File: config.mk
export PLATFORM = sky130hd
export DESIGN_NAME = merge_wbuf
export DESIGN_NICKNAME = d
export VERILOG_FILES = /design/src/rtl/mwb_pkg.sv /design/src/rtl/mwb_slot.sv /design/src/rtl/mwb_match.sv /design/src/rtl/mwb_lookup.sv /design/src/rtl/merge_wbuf.sv
export SDC_FILE = /design/constraint.sdc
export NUM_CORES = 2
export LEC_CHECK = 0
export CORE_MARGIN = 5
export CORE_UTILIZATION = 40
export DETAILED_ROUTE_END_ITERATION = 7
export DONT_BUFFER_PORTS = 1
export PLACE_DENSITY = 0.56
export SKIP_LAST_GASP = 1
export SLEW_MARGIN = 20
export SYNTH_ARGS = -nofsm -noshare
export SYNTH_HDL_FRONTEND = slang
export SYNTH_SLANG_ARGS = --single-unit
export TNS_END_PERCENT = 20
File: constraint.sdc
create_clock -name clk -period 7.6 [get_ports clk]
set_input_delay 0.38 -clock clk [delete_from_list [all_inputs] [get_ports clk]]
set_output_delay 0.38 -clock clk [all_outputs]
set_load 0.01 [all_outputs]
File: src/rtl/mwb_pkg.sv
package mwb_pkg;
    localparam int ADDR_W    = 16;
    localparam int DATA_W    = 32;
    localparam int WORDS     = 4;
    localparam int OFF_W     = $clog2(WORDS);
    localparam int BLK_W     = ADDR_W - OFF_W;
    localparam int DEPTH_DEF = 4;

    typedef logic [ADDR_W-1:0] waddr_t;
    typedef logic [BLK_W-1:0]  blk_t;
    typedef logic [OFF_W-1:0]  off_t;
    typedef logic [DATA_W-1:0] word_t;

    typedef struct packed {
        logic                          valid;
        blk_t                          blk;
        logic [WORDS-1:0]              mask;
        logic [WORDS-1:0][DATA_W-1:0]  data;
    } slot_t;

    function automatic blk_t blk_of(waddr_t a);
        return a[ADDR_W-1:OFF_W];
    endfunction

    function automatic off_t off_of(waddr_t a);
        return a[OFF_W-1:0];
    endfunction

    function automatic logic [WORDS-1:0] word_sel(off_t o);
        return WORDS'(1) << o;
    endfunction
endpackage

File: src/rtl/mwb_slot.sv
module mwb_slot
    import mwb_pkg::*;
(
    input  logic  clk,
    input  logic  rst,
    input  logic  alloc_i,
    input  logic  merge_i,
    input  logic  free_i,
    input  blk_t  blk_i,
    input  off_t  off_i,
    input  word_t data_i,
    output slot_t q
);
    // fresh slot, R3 word merge, R5 retire on drain
    always_ff @(posedge clk) begin
        if (rst) begin
            q <= '0;
        end else begin
            if (free_i) begin
                q.valid <= 1'b0;
                q.mask  <= '0;
            end
            if (alloc_i) begin
                q.valid       <= 1'b1;
                q.blk         <= blk_i;
                q.mask        <= word_sel(off_i);
                q.data[off_i] <= data_i;
            end else if (merge_i) begin
                q.mask[off_i] <= 1'b1;
                q.data[off_i] <= data_i;
            end
        end
    end
endmodule

File: src/rtl/mwb_match.sv
module mwb_match
    import mwb_pkg::*;
#(
    parameter int DEPTH = DEPTH_DEF,
    parameter int PTR_W = 2
) (
    input  slot_t [DEPTH-1:0] slots,
    input  logic [PTR_W-1:0]  head,
    input  blk_t              blk,
    output logic              hit,
    output logic [PTR_W-1:0]  idx
);
    // the oldest slot is never a merge target
    always_comb begin
        hit = 1'b0;
        idx = '0;
        for (int i = 0; i < DEPTH; i++) begin
            if (slots[i].valid && slots[i].blk == blk && PTR_W'(i) != head) begin
                hit = 1'b1;
                idx = PTR_W'(i);
            end
        end
    end
endmodule

File: src/rtl/mwb_lookup.sv
module mwb_lookup
    import mwb_pkg::*;
#(
    parameter int DEPTH = DEPTH_DEF,
    parameter int PTR_W = 2
) (
    input  slot_t [DEPTH-1:0] slots,
    input  logic [PTR_W-1:0]  head,
    input  waddr_t            addr,
    output logic              hit,
    output word_t             data
);
    logic [PTR_W-1:0] idx;

    // scan oldest to youngest, later matches override earlier ones
    always_comb begin
        hit  = 1'b0;
        data = '0;
        idx  = '0;
        for (int k = 0; k < DEPTH; k++) begin
            idx = PTR_W'((int'(head) + k) % DEPTH);
            if (slots[idx].valid && slots[idx].blk == blk_of(addr)
                && slots[idx].mask[off_of(addr)]) begin
                hit  = 1'b1;
                data = slots[idx].data[off_of(addr)];
            end
        end
    end
endmodule

File: src/rtl/merge_wbuf.sv
module merge_wbuf
    import mwb_pkg::*;
#(
    parameter int DEPTH = DEPTH_DEF
) (
    input  logic                    clk,
    input  logic                    rst,
    input  logic                    st_valid,
    output logic                    st_ready,
    input  logic [ADDR_W-1:0]       st_addr,
    input  logic [DATA_W-1:0]       st_data,
    output logic                    mem_valid,
    input  logic                    mem_ready,
    output logic [BLK_W-1:0]        mem_blk,
    output logic [WORDS*DATA_W-1:0] mem_data,
    output logic [WORDS-1:0]        mem_mask,
    input  logic [ADDR_W-1:0]       rd_addr,
    output logic                    rd_hit,
    output logic [DATA_W-1:0]       rd_data
);
    localparam int PTR_W = (DEPTH > 1) ? $clog2(DEPTH) : 1;
    localparam int CNT_W = $clog2(DEPTH + 1);

    slot_t [DEPTH-1:0] slot_q;
    logic [PTR_W-1:0]  head, tail, mg_idx;
    logic [CNT_W-1:0]  cnt;
    logic              mg_hit, do_st, do_merge, do_alloc, do_pop;

    function automatic logic [PTR_W-1:0] bump(logic [PTR_W-1:0] p);
        return (p == PTR_W'(DEPTH - 1)) ? '0 : p + 1'b1;
    endfunction

    mwb_match #(.DEPTH(DEPTH), .PTR_W(PTR_W)) match_i (
        .slots (slot_q),
        .head  (head),
        .blk   (blk_of(st_addr)),
        .hit   (mg_hit),
        .idx   (mg_idx)
    );

    mwb_lookup #(.DEPTH(DEPTH), .PTR_W(PTR_W)) lookup_i (
        .slots (slot_q),
        .head  (head),
        .addr  (rd_addr),
        .hit   (rd_hit),
        .data  (rd_data)
    );

    // room for a new slot, or a merge target exists
    assign st_ready = mg_hit || (cnt != CNT_W'(DEPTH));
    assign do_st    = st_valid && st_ready;
    assign do_merge = do_st && mg_hit;
    assign do_alloc = do_st && !mg_hit;

    // oldest slot on the memory port
    assign mem_valid = (cnt != '0);
    assign mem_blk   = slot_q[head].blk;
    assign mem_mask  = slot_q[head].mask;
    assign mem_data  = slot_q[head].data;
    assign do_pop    = mem_valid && mem_ready;

    generate
        for (genvar g = 0; g < DEPTH; g++) begin : g_slot
            mwb_slot slot_i (
                .clk     (clk),
                .rst     (rst),
                .alloc_i (do_alloc && tail == PTR_W'(g)),
                .merge_i (do_merge && mg_idx == PTR_W'(g)),
                .free_i  (do_pop && head == PTR_W'(g)),
                .blk_i   (blk_of(st_addr)),
                .off_i   (off_of(st_addr)),
                .data_i  (st_data),
                .q       (slot_q[g])
            );
        end
    endgenerate

    // allocation and retirement move independent pointers
    always_ff @(posedge clk) begin
        if (rst) begin
            head <= '0;
            tail <= '0;
            cnt  <= '0;
        end else begin
            if (do_alloc) tail <= bump(tail);
            if (do_pop)   head <= bump(head);
            case ({do_alloc, do_pop})
                2'b10:   cnt <= cnt + 1'b1;
                2'b01:   cnt <= cnt - 1'b1;
                default: cnt <= cnt;
            endcase
        end
    end
endmodule

==> metrics.md <==
| Metric | Value |
|---|---|
| Core Footprint | 0.09657 sq mm |
| Syn avg cell area | 11.06 sq um |
| Peak Freq | 0.1617 GHz |
| WS Path Type | reg2out |
| PwrDens | 216.1 mW/mm^2 |
| Max FO, Critical Path | 45 |
| Clk Latency, worst-skew pair | 0.65 ns |
| CP peak stage delay | 0.83 ns |
| Initial core utilization | 0.4025 |
| Largest net degree at the start of global routing | 417 |
| Avg WL per Cell | 28.20 um |
| Vias in the first global route | 27,960 |
| Initial antenna violation count | 4 |
| ANT nets after route | 0 |
| Rel. slew slack | 0.2293 |
| Nets | 3,388 |
| CP bufs+invs | 3 |
| Total Wirelength | 130.9 mm |
| Clock buffer depth | 3 |
| TritonCTS clock tree | done |
| Setup TNS | 0 ns |
| Lkg Pwr | 0.01519 uW |
| Worst-path cell chain | inv_1, ha_4, mux4_4, xnor2_1, nand2_1, nor4_2, and4_2, buf_4, a211oi_1, a222oi_1, buf_4 |
| Routed vias | 29,180 |
| CTS sink cnt | 595 |
| Final Skew | 0.02591 ns |
| Max Cap Viol | 0 |
| Synthesized net count | 3,592 |
| Critical-path top delay cell | dfxtp_4 |
| Ys flop type | dfxtp_1 |
| DR WL met3 | 11.04 mm |
| Fin crit share | 0.8136 |
| Element type at the critical path start | register |
| Area grow syn2layout | 8.267% |
| Yosys cell types | 67 |
| Fill cell instance count of the final layout | 9,046 |
| Critical Path RT | 7.22 ns |
| GRT overflow | 0 |
| DR pass1 iterations | 8 |
| Routability cong. | 0.8931 |
| Element type at the critical path end | primary output |
| DR top layer | met4 |
| Period minus WS final | 6.183 ns |
| Die X | 321.7 um |
| H-tree levels | 3 |
| Status | finished, final reports clean |
| Overall Global Routing Usage | 0.2467 |
| Drt drc | 0 |
| Die area | 0.1035 sq mm |
| Critical Path AT | 5.80 ns |
| Avg Vias per Cell | 6.287 |
| Met1 wire length | 55.30 mm |
| # Post-CTS Setup Buffers | 0 |
| Worst-path clk slew | 0.06 ns |
| Post-Syn Area | 0.03887 sq mm |
| Chip height | 321.7 um |
| Design area | 0.04208 sq mm |
| Most frequent cells in the layout | 593 x dfxtp_1, 540 x mux2i_1, 451 x mux4_2 |
| Ys async rst share | 0 |
| Final-report setup violation count | 0 |
| Count of final hold-check violations | 0 |
| CP dominant cell by count | buf_4 |
| Pins Over Slew Limit | 0 |
| Most common cell after layout, fill and taps aside | dfxtp_1 |
| Post-Synthesis Cells | 3,514 |
| Synthesized flop and latch total | 595 |
| Maximum VDD drop | 0.0002098 V |
| Row count | 114 |
| Met2 wire len | 60.97 mm |
| Worst-Margin Slew | 1.156 ns |
| Total power | 9092 uW |
| Ys Warns | 0 |
| Inserted Clock Buffers | 74 |
| Worst path top cell family by delay | buffers and inverters |
| Min-delay worst type | in2reg |
| Hpwl dp | 76.37 mm |
| Placed Area | 0.03913 sq mm |
| Number of enable flip-flop cells after synthesis | 0 |
| Fraction of layout cells with a size suffix above 1 | 0.2170 |
| First-pass GRT wire length | 195.0 mm |
| Seq/Total Area, Yosys | 0.3065 |
| Clock Root Buffer | clkbuf_16 |
| I/O Buffers | 0 |
| DR iter-0 viols | 2,951 |
| Num ports | 249 |
| RSZ-0062 raised after global routing | false |
## what timing repair did
item,CTS,global route
endpoints found under the hold margin,416,0
hold buffers,51,0
gates resized for setup,0,0
## area by class of cell
class,instances,area (sq um),area share
clock inverter,27,235.2,0.005590
tap,1276,1597,0.03794
clock buffer,103,2101,0.04992
timing repair buffer,100,1013,0.02408
sequential,595,11920,0.2832
inverter,46,172.7,0.004103
multi-input combinational,2493,25040,0.5950
antenna,1,2.502,0.00005947
## power by group
part           internal (uW)  switching, uW  total (uW)
registers               3210            175        3390
clock network           2000           1470        3470
logic                    970           1260        2230
total                   6190           2900        9090
## registers in the layout, indices dropped and copies added, names as in the netlist
name / flops
g_slot.slot_i.q: 588
cnt: 3
tail: 2
head: 2
## cell usage after synthesis (all sizes together) (36+ instances only)
| cell | instances | area, sq um |
|---|---|---|
| nor2 | 380 | 1426 |
| nand3 | 54 | 270.3 |
| dfxtp | 595 | 11910 |
| xor2 | 77 | 674.4 |
| mux2i | 541 | 5428 |
| mux2 | 52 | 585.6 |
| xnor2 | 36 | 315.3 |
| nand2 | 85 | 319.1 |
| buf | 169 | 1005 |
| clkbuf | 199 | 754.5 |
| o21ai | 265 | 1326 |
| mux4 | 485 | 11020 |
| inv | 45 | 168.9 |
| nand2b | 203 | 1270 |
| nor2b | 101 | 631.9 |
## metrics by stage
step | util | hold slack (ns) | cells | setup slack (ns)
2_1_floorplan | - | 0.4589 | 3514 | 2.984
3_3_place_gp | 0.4052 | 0.4738 | 4457 | 2.112
3_5_place_dp | 0.4052 | 0.4815 | 4457 | 2.113
4_1_cts | 0.4352 | 0.02723 | 4638 | 1.396
5_1_grt | 0.4357 | 0.05085 | 4640 | 1.154
6_report | 0.4358 | 0.08169 | 4641 | 1.417
## logic make-up after synthesis
kind of cell               synth area share
xor gates and xnor gates            0.02546
DFF                                  0.3065
adders and majority gates          0.003412
and+or+nand+nor                      0.1132
muxes                                0.4382
buffers and inverters               0.05244
AOI/OAI and AO/OA                   0.06075
## routing by layer
metal / vias to the layer above / GRT usage
met5: - / 0
met4: 0 / 0.07225
met3: 188 / 0.05749
met2: 1232 / 0.3907
met1: 15070 / 0.3400
li1: 12690 / -
## path summary, 6_finish.rpt
kind	start	to	slack, ns	depth (start not counted)
hold reg to reg	g_slot[3].slot_i.q[36]	g_slot[3].slot_i.q[36]	0.49	2
setup / recovery	head[0]	rd_data[30]	1.42	11
setup reg to reg	head[1]	g_slot[2].slot_i.q[109]	2.72	12
hold / removal	st_addr[0]	g_slot[2].slot_i.q[29]	0.08	2
No activity file was read; power rests on OpenSTA's default activity.
